$ cat src/rtl/sprom_pkg.sv
package sprom_pkg;

  localparam int WORD_W = 16;
  localparam logic [2:0] RD_OPCODE = 3'b110;
  localparam logic [WORD_W-1:0] BLANK_WORD = 16'hFFFF;

  typedef enum logic [2:0] {
    EN_IDLE,
    EN_LEAD,
    EN_CMD,
    EN_TURN,
    EN_DATA
  } eng_state_t;

  typedef enum logic [1:0] {
    SQ_IDLE,
    SQ_ONE,
    SQ_PROBE,
    SQ_LOAD
  } seq_state_t;

endpackage

$ cat src/rtl/sprom_shift_engine.sv
module sprom_shift_engine
  import sprom_pkg::*;
#(
  parameter int HALF_CYC  = 50,
  parameter int AW_NARROW = 6,
  parameter int AW_WIDE   = 8
) (
  input  logic               clk,
  input  logic               rst_n,
  input  logic               go_i,
  input  logic               wide_i,
  input  logic [AW_WIDE-1:0] addr_i,
  input  logic               sdo_i,
  output logic               cs_o,
  output logic               sk_o,
  output logic               di_o,
  output logic [WORD_W-1:0]  word_o,
  output logic               xfer_end_o
);

  localparam int CW  = 3 + AW_WIDE;
  localparam int TW  = (HALF_CYC > 1) ? $clog2(HALF_CYC) : 1;
  localparam int MXB = (CW > WORD_W) ? CW : WORD_W;
  localparam int BW  = $clog2(MXB + 1);

  eng_state_t          state;
  logic [TW-1:0]       tick;
  logic                half;
  logic [CW-1:0]       cmd_sr;
  logic [BW-1:0]       bits;
  logic [WORD_W-1:0]   shreg;
  logic                tick_end;

  function automatic logic [CW-1:0] build_cmd(input logic wide,
                                              input logic [AW_WIDE-1:0] a);
    logic [CW-1:0] c;
    if (wide) c = {RD_OPCODE, a};
    else      c = CW'({RD_OPCODE, a[AW_NARROW-1:0]}) << (AW_WIDE - AW_NARROW);
    return c;
  endfunction

  function automatic logic [BW-1:0] cmd_len(input logic wide);
    return wide ? BW'(CW) : BW'(3 + AW_NARROW);
  endfunction

  assign tick_end = (tick == TW'(HALF_CYC - 1));

  always_ff @(posedge clk) begin
    if (!rst_n) begin
      state  <= EN_IDLE;
      tick   <= '0;
      half   <= 1'b0;
      cmd_sr <= '0;
      bits   <= '0;
      shreg  <= '0;
    end else if (state == EN_IDLE) begin
      tick <= '0;
      half <= 1'b0;
      if (go_i) begin
        state  <= EN_LEAD;
        cmd_sr <= build_cmd(wide_i, addr_i);
        bits   <= cmd_len(wide_i);
      end
    end else begin
      tick <= tick_end ? '0 : tick + 1'b1;
      if (tick_end) begin
        case (state)
          EN_LEAD: begin
            state <= EN_CMD;
            half  <= 1'b0;
          end
          EN_CMD: begin
            if (!half) begin
              half <= 1'b1;
            end else begin
              half   <= 1'b0;
              cmd_sr <= cmd_sr << 1;
              bits   <= bits - 1'b1;
              if (bits == BW'(1)) state <= EN_TURN;
            end
          end
          EN_TURN: begin
            state <= EN_DATA;
            half  <= 1'b1;
            bits  <= BW'(WORD_W);
          end
          EN_DATA: begin
            if (half) begin
              shreg <= {shreg[WORD_W-2:0], sdo_i};
              half  <= 1'b0;
            end else begin
              half <= 1'b1;
              bits <= bits - 1'b1;
              if (bits == BW'(1)) state <= EN_IDLE;
            end
          end
          default: state <= EN_IDLE;
        endcase
      end
    end
  end

  assign cs_o       = (state == EN_CMD) || (state == EN_TURN) || (state == EN_DATA);
  assign sk_o       = ((state == EN_CMD) || (state == EN_DATA)) && half;
  assign di_o       = (state == EN_CMD) && cmd_sr[CW-1];
  assign word_o     = shreg;
  assign xfer_end_o = (state == EN_DATA) && tick_end && !half && (bits == BW'(1));


  di_hold_chk: assert property (@(posedge clk) disable iff (!rst_n)
    (sk_o && $past(sk_o)) |-> $stable(di_o));


  phase_edge_chk: assert property (@(posedge clk) disable iff (!rst_n)
    !$stable(sk_o) |-> $past(tick_end));


  sk_in_frame_chk: assert property (@(posedge clk) disable iff (!rst_n)
    sk_o |-> cs_o);


  frame_close_chk: assert property (@(posedge clk) disable iff (!rst_n)
    xfer_end_o |=> !cs_o);


  go_when_idle_chk: assert property (@(posedge clk) disable iff (!rst_n)
    go_i |-> (state == EN_IDLE));

endmodule

$ cat src/rtl/sprom_sequencer.sv
module sprom_sequencer
  import sprom_pkg::*;
#(
  parameter int AW_WIDE = 8,
  parameter int NWORDS  = 64,
  localparam int IW     = $clog2(NWORDS)
) (
  input  logic               clk,
  input  logic               rst_n,
  input  logic               start_i,
  input  logic               auto_i,
  input  logic [AW_WIDE-1:0] addr_i,
  input  logic               xfer_end_i,
  input  logic [WORD_W-1:0]  eng_word_i,
  output logic               eng_go_o,
  output logic               eng_wide_o,
  output logic [AW_WIDE-1:0] eng_addr_o,
  output logic               clear_o,
  output logic               word_valid_o,
  output logic               last_o,
  output logic [IW-1:0]      word_idx_o,
  output logic               busy_o,
  output logic               done_o,
  output logic               wide_o,
  output logic [WORD_W-1:0]  word_o
);

  seq_state_t        state;
  logic [IW-1:0]     idx;
  logic              issue_q;
  logic              wide_q;
  logic              busy_q;
  logic              done_q;
  logic [WORD_W-1:0] word_q;
  logic              accept;
  logic              at_last;

  assign accept  = (state == SQ_IDLE) && start_i;
  assign at_last = (idx == IW'(NWORDS - 1));

  always_comb begin
    eng_go_o   = 1'b0;
    eng_wide_o = wide_q;
    eng_addr_o = '0;
    if (accept) begin
      eng_go_o   = 1'b1;
      eng_wide_o = auto_i ? 1'b0 : wide_q;
      eng_addr_o = auto_i ? '0 : addr_i;
    end else if ((state == SQ_LOAD) && issue_q) begin
      eng_go_o   = 1'b1;
      eng_addr_o = AW_WIDE'(idx);
    end
  end

  assign clear_o      = accept && auto_i;
  assign word_valid_o = (state == SQ_LOAD) && xfer_end_i;
  assign last_o       = word_valid_o && at_last;
  assign word_idx_o   = idx;

  always_ff @(posedge clk) begin
    if (!rst_n) begin
      state   <= SQ_IDLE;
      idx     <= '0;
      issue_q <= 1'b0;
      wide_q  <= 1'b0;
      busy_q  <= 1'b0;
      done_q  <= 1'b0;
      word_q  <= '0;
    end else begin
      done_q <= 1'b0;
      if (eng_go_o) issue_q <= 1'b0;
      if (xfer_end_i) word_q <= eng_word_i;
      case (state)
        SQ_IDLE: begin
          if (start_i) begin
            busy_q <= 1'b1;
            state  <= auto_i ? SQ_PROBE : SQ_ONE;
          end
        end
        SQ_ONE: begin
          if (xfer_end_i) begin
            state  <= SQ_IDLE;
            busy_q <= 1'b0;
            done_q <= 1'b1;
          end
        end
        SQ_PROBE: begin
          if (xfer_end_i) begin
            wide_q  <= (eng_word_i == BLANK_WORD);
            idx     <= '0;
            issue_q <= 1'b1;
            state   <= SQ_LOAD;
          end
        end
        SQ_LOAD: begin
          if (xfer_end_i) begin
            if (at_last) begin
              state  <= SQ_IDLE;
              busy_q <= 1'b0;
              done_q <= 1'b1;
            end else begin
              idx     <= idx + 1'b1;
              issue_q <= 1'b1;
            end
          end
        end
        default: state <= SQ_IDLE;
      endcase
    end
  end

  assign busy_o = busy_q;
  assign done_o = done_q;
  assign wide_o = wide_q;
  assign word_o = word_q;


  busy_drop_chk: assert property (@(posedge clk) disable iff (!rst_n)
    $fell(busy_q) |-> done_q);


  done_pulse_chk: assert property (@(posedge clk) disable iff (!rst_n)
    done_q |=> !done_q);


  single_one_frame_chk: assert property (@(posedge clk) disable iff (!rst_n)
    (state == SQ_ONE) |-> !eng_go_o);


  load_order_chk: assert property (@(posedge clk) disable iff (!rst_n)
    (word_valid_o && !at_last) |=> (idx == $past(idx) + 1'b1));

endmodule

$ cat src/rtl/sprom_image_check.sv
module sprom_image_check
  import sprom_pkg::*;
#(
  parameter int NWORDS            = 64,
  parameter logic [15:0] SIGNATURE = 16'hBABA,
  localparam int IW               = $clog2(NWORDS),
  localparam int SW               = 3 * WORD_W
) (
  input  logic              clk,
  input  logic              rst_n,
  input  logic              clear_i,
  input  logic              word_valid_i,
  input  logic              finish_i,
  input  logic [IW-1:0]     idx_i,
  input  logic [WORD_W-1:0] word_i,
  output logic              sum_ok_o,
  output logic [SW-1:0]     station_o
);

  logic [WORD_W-1:0] sum_q, sum_next;
  logic [SW-1:0]     raw_q, raw_next;
  logic              sig_match;

  function automatic logic [WORD_W-1:0] add_word(input logic [WORD_W-1:0] a,
                                                 input logic [WORD_W-1:0] b);
    return a + b;
  endfunction

  function automatic logic [SW-1:0] place_word(input logic [SW-1:0] r,
                                               input logic [IW-1:0] i,
                                               input logic [WORD_W-1:0] w);
    logic [SW-1:0] o;
    o = r;
    for (int k = 0; k < 3; k++) begin
      if (int'(i) == k) o[k*WORD_W +: WORD_W] = w;
    end
    return o;
  endfunction

  assign sum_next  = add_word(sum_q, word_i);
  assign raw_next  = place_word(raw_q, idx_i, word_i);
  assign sig_match = (sum_next == SIGNATURE);

  always_ff @(posedge clk) begin
    if (!rst_n) begin
      sum_q     <= '0;
      raw_q     <= '0;
      sum_ok_o  <= 1'b0;
      station_o <= '0;
    end else if (clear_i) begin
      sum_q <= '0;
      raw_q <= '0;
    end else if (word_valid_i) begin
      sum_q <= sum_next;
      raw_q <= raw_next;
      if (finish_i) begin
        sum_ok_o  <= sig_match;
        station_o <= sig_match ? raw_next : '0;
      end
    end
  end


  zero_on_bad_chk: assert property (@(posedge clk) disable iff (!rst_n)
    !sum_ok_o |-> (station_o == '0));


  ok_at_end_chk: assert property (@(posedge clk) disable iff (!rst_n)
    $rose(sum_ok_o) |-> $past(finish_i));

endmodule

$ cat src/rtl/sprom_loader.sv
module sprom_loader
  import sprom_pkg::*;
#(
  parameter int HALF_CYC          = 50,
  parameter int AW_NARROW         = 6,
  parameter int AW_WIDE           = 8,
  parameter int NWORDS            = 64,
  parameter logic [15:0] SIGNATURE = 16'hBABA
) (
  input  logic               clk,
  input  logic               rst_n,
  input  logic               start_i,
  input  logic               auto_i,
  input  logic [AW_WIDE-1:0] addr_i,
  input  logic               ee_do_i,
  output logic               busy_o,
  output logic               done_o,
  output logic [15:0]        word_o,
  output logic [47:0]        station_o,
  output logic               sum_ok_o,
  output logic               wide_o,
  output logic               ee_cs_o,
  output logic               ee_sk_o,
  output logic               ee_di_o
);

  localparam int IW = $clog2(NWORDS);

  logic               eng_go, eng_wide, xfer_end;
  logic [AW_WIDE-1:0] eng_addr;
  logic [WORD_W-1:0]  eng_word;
  logic               clear, word_valid, last;
  logic [IW-1:0]      word_idx;

  sprom_shift_engine #(
    .HALF_CYC (HALF_CYC),
    .AW_NARROW(AW_NARROW),
    .AW_WIDE  (AW_WIDE)
  ) u_engine (
    .clk       (clk),
    .rst_n     (rst_n),
    .go_i      (eng_go),
    .wide_i    (eng_wide),
    .addr_i    (eng_addr),
    .sdo_i     (ee_do_i),
    .cs_o      (ee_cs_o),
    .sk_o      (ee_sk_o),
    .di_o      (ee_di_o),
    .word_o    (eng_word),
    .xfer_end_o(xfer_end)
  );

  sprom_sequencer #(
    .AW_WIDE(AW_WIDE),
    .NWORDS (NWORDS)
  ) u_seq (
    .clk         (clk),
    .rst_n       (rst_n),
    .start_i     (start_i),
    .auto_i      (auto_i),
    .addr_i      (addr_i),
    .xfer_end_i  (xfer_end),
    .eng_word_i  (eng_word),
    .eng_go_o    (eng_go),
    .eng_wide_o  (eng_wide),
    .eng_addr_o  (eng_addr),
    .clear_o     (clear),
    .word_valid_o(word_valid),
    .last_o      (last),
    .word_idx_o  (word_idx),
    .busy_o      (busy_o),
    .done_o      (done_o),
    .wide_o      (wide_o),
    .word_o      (word_o)
  );

  sprom_image_check #(
    .NWORDS   (NWORDS),
    .SIGNATURE(SIGNATURE)
  ) u_check (
    .clk         (clk),
    .rst_n       (rst_n),
    .clear_i     (clear),
    .word_valid_i(word_valid),
    .finish_i    (last),
    .idx_i       (word_idx),
    .word_i      (eng_word),
    .sum_ok_o    (sum_ok_o),
    .station_o   (station_o)
  );


  done_frame_closed_chk: assert property (@(posedge clk) disable iff (!rst_n)
    done_o |-> (!ee_cs_o && !busy_o));


  restart_chk: assert property (@(posedge clk) disable iff (!rst_n)
    (done_o && start_i) |=> busy_o);

endmodule

$ cat config.mk
export PLATFORM = sky130hd
export DESIGN_NAME = sprom_loader
export DESIGN_NICKNAME = d
export VERILOG_FILES = /design/src/rtl/sprom_pkg.sv /design/src/rtl/sprom_shift_engine.sv /design/src/rtl/sprom_sequencer.sv /design/src/rtl/sprom_image_check.sv /design/src/rtl/sprom_loader.sv
export SDC_FILE = /design/constraint.sdc
export NUM_CORES = 1
export LEC_CHECK = 0
export BUFFER_PORTS_ARGS = -buffer_cell sky130_fd_sc_hd__buf_2
export CAP_MARGIN = 15
export CORE_MARGIN = 3
export CORE_UTILIZATION = 40
export CTS_BUF_LIST = sky130_fd_sc_hd__clkbuf_4
export CTS_CLUSTER_DIAMETER = 40
export DETAILED_ROUTE_END_ITERATION = 16
export SYNTH_ARGS = -nofsm -noshare
export SYNTH_HDL_FRONTEND = slang
export SYNTH_SLANG_ARGS = --single-unit
$ cat constraint.sdc
create_clock -name clk -period 4.34 [get_ports clk]
set_input_delay 0.434 -clock clk [delete_from_list [all_inputs] [get_ports clk]]
set_output_delay 0.434 -clock clk [all_outputs]
set_load 0.02 [all_outputs]
==> results.txt <==
Chip height -> 150 um
Number of detailed-route iterations in the first pass -> 5
Slew margin rel. -> 23.8%
IO Port Bufs -> 83
First-pass GRT wire length -> 33200 um
Syn avg cell area -> 8.06 um2
Clock latency on the worst-skew pair -> 0.58 ns
Mean routed wirelength per cell -> 15.4 um
Tcrit/Tclk final -> 78.9%
EDFF count, synth -> 0
Initial Util -> 41.6%
Filler cell count -> 2008
Core area -> 0.0199 mm2
CP Max Fanout -> 49
Share of cells above drive strength 1 -> 14.9%
Crit. End Element -> flip-flop
# setup viols final -> 0
Syn. warnings -> 0
Vias -> 7083
# clock sinks -> 183
Top delay family on crit path -> compound AO/OA/AOI/OAI gates
Top-count cell post-synth -> nand2_1
Hold slack -> 0.125 ns
Placed cells -> 1329
Post-layout net count -> 1120
Class of the worst hold path -> input port to flip-flop
Synth Area in Compound Gates -> 17.5%
Die Wd -> 150 um
Root Buffer -> clkbuf_4
Ys flop type -> dfxtp_1
Area of the multi-input gates -> 0.00428 mm2
Cell Int Power -> 2.18 mW
Total global-route track usage -> 18.6%
Antenna violations before repair -> 2
Worst Path Required -> 4.85 ns
Post-Synth XOR/XNOR Area -> 1.91%
Vias in the first global route -> 6402
Synth unique cells -> 61
NetSw -> 902 uW
Yosys reg bits -> 183
Placement Cell Area -> 0.00896 mm2
Reg area -> 0.00366 mm2
Synth top area share -> 44.3%
# Post-CTS Setup Buffers -> 0
Post-Synth Adder-Cell Area -> 3.72%
Sw frac -> 29.3%
Final GP Congestion -> 0.893
Worst-path clk slew -> 0.15 ns
Fmax -> 292 MHz
Post-synth top cells -> 252 x nand2_1, 183 x dfxtp_1, 126 x a21oi_1, 69 x clkbuf_1, 63 x nor2_1
Max-Cap Viols -> 0
Clock Skew -> 0.0254 ns
Clock Tree Buf Depth -> 2
GR Overflow Total -> 0
Detailed-placement wirelength estimate -> 14200 um
Cell count after synthesis -> 1027
Number of remaining DRC errors -> 0
Ys async rst share -> 0%
CTS tree -> yes
Largest net degree at the start of global routing -> 59
Largest cells by area after synthesis -> dfxtp_1 44%, nand2_1 11%, a21oi_1 7.6%
Overall Power -> 3.08 mW
Most common cell on crit path -> o21ai_0
Worst Path Arrival -> 3.94 ns
Post-CTS Resized -> 0
H-tree levels -> 4
Starting DRT DRC Count -> 454
Unrepaired setup endpoints after global routing -> false
Final ANT Viol Nets -> 0
Status -> finished, final reports clean
Largest family of logic cells by synthesized area -> simple AND/OR/NAND/NOR gates
Io pins -> 84
Final max-slew violation count -> 0
PD cells -> 333 mW/mm2
Setup tns final -> 0 ns
Mapped Nets -> 1064
Cell leakage power -> 3.65 nW
Actual slew at the worst max-slew pin -> 1.14 ns
Max incr delay on CP -> 0.46 ns
Syn-to-layout area delta -> 11.7%
Leading area contributor after synthesis -> dfxtp_1
Total CTS buffers -> 17
Crit-path cells -> ha_1, fa_1, a21o_1, a311oi_1, o21ai_0, xnor2_1, nand4_1, nor4_2, o2111ai_4, buf_4, o21ai_0
Startpoint types -> flip-flop
Sequential share of power -> 58.0%
Final WL -> 21000 um
Post-route cell area -> 0.00925 mm2
Fin cells -> 1363
Hold-fix buffers, CTS -> 0
Minimum clock period -> 3.42 ns
Post-synthesis mux area share -> 7.39%
Post-Synth Simple-Gate Area -> 20.8%
Logic pwr share -> 11.0%
# rows -> 51
Final Hold Violating Endpoints -> 0
Vias/cell -> 5.20
Worst path bufs/invs -> 1
Sequential-to-total area share from yosys stat -> 44.3%
Mapped Area -> 0.00827 mm2
Clock power frac -> 31.0%
Slowest-stage cell, CP -> dfxtp_1
Worst IR Drop VDD -> 251 uV
Worst setup path class -> flip-flop to flip-flop
Die area -> 0.0224 mm2
-- routing by layer --
| layer | vias to the layer above | GRT usage, % | routed length (um) |
|---|---|---|---|
| met5 | - | 0 | 7 |
| met4 | 2 | 5.12 | 341 |
| met3 | 27 | 4.48 | 1070 |
| met2 | 158 | 29.1 | 9440 |
| met1 | 3257 | 25.6 | 10100 |
| li1 | 3639 | - | - |
-- registers in the layout (all words and copies together) (netlist names), 2 cells and up --
signal and count:
u_engine.bits 5, u_engine.cmd_sr 11, u_seq.word_idx_o 6, u_seq.word_o 16, u_check.station_o 48, u_engine.word_o 16, u_engine.tick 6, u_seq.state 2
u_check.sum_q 16, u_check.raw_q 48, u_engine.state 3
-- area by class of cell --
| cell class | instances | share of cell area (%) |
|---|---|---|
| Multi-Input combinational cell | 754 | 46.3 |
| Sequential cell | 183 | 39.6 |
| Timing Repair Buffer | 110 | 6.68 |
| Tap cell | 265 | 3.59 |
| Clock inverter | 15 | 1.71 |
| Clock buffer | 17 | 1.38 |
| Inverter | 17 | 0.690 |
| Antenna cell | 2 | 0.0541 |
-- stage by stage --
step           setup WS [ns]  utilization [%]
2_1_floorplan           1.56                -
3_3_place_gp            1.04             45.0
3_5_place_dp           0.950             45.0
4_1_cts                0.943             46.4
5_1_grt                0.672             46.4
6_report               0.916             46.4
-- worst paths after layout --
path	cells after the start	start	slack (ns)	end
worst min-delay path	3	ee_do_i	0.13	u_engine.word_o[0]
worst max-delay path	11	u_engine.word_o[0]	0.92	u_check.station_o[26]
worst max register to register	11	u_engine.word_o[0]	0.92	u_check.station_o[26]
worst min register to register	2	u_check.sum_ok_o	0.45	u_check.sum_ok_o
-- worst reg2reg max path, stage by stage, from the launching register on --
cell and delay (ns):
dfxtp_1 0.46, ha_1 0.29, fa_1 0.45, a21o_1 0.23
a311oi_1 0.33, o21ai_0 0.17, xnor2_1 0.25, nand4_1 0.14
nor4_2 0.33, o2111ai_4 0.16, buf_4 0.31, o21ai_0 0.26
-- layout by cell type, fill, tap and decap left out, types with 12 or more instances in the layout --
cell	synthesis	layout
mux2i_1	60	60
nand3_1	15	15
nor2_1	63	63
a21oi_1	126	125
ha_1	23	23
nor3_1	12	12
buf_2	1	83
dfxtp_1	183	183
a211oi_1	14	14
nand2_1	252	252
o21ai_0	62	62
clkbuf_4	0	17
buf_4	0	27
inv_1	17	16
-- logic make-up after synthesis --
family	count (synthesis)
flops	183
simple gates	401
compound gates	250
buf+inv	90
mux	61
xor+xnor	18
fa+ha+maj	24
-- power groups by stage --
stage,registers [mW],logic (mW),clock network (mW)
6_report,1.79,0.339,0.955
5_1_grt,1.80,0.387,1.05
4_1_cts,1.79,0.343,0.993
3_5_place_dp,1.82,0.342,0
3_3_place_gp,1.82,0.339,0
2_1_floorplan,1.80,0.280,0
(Power assumes the default switching activity.)
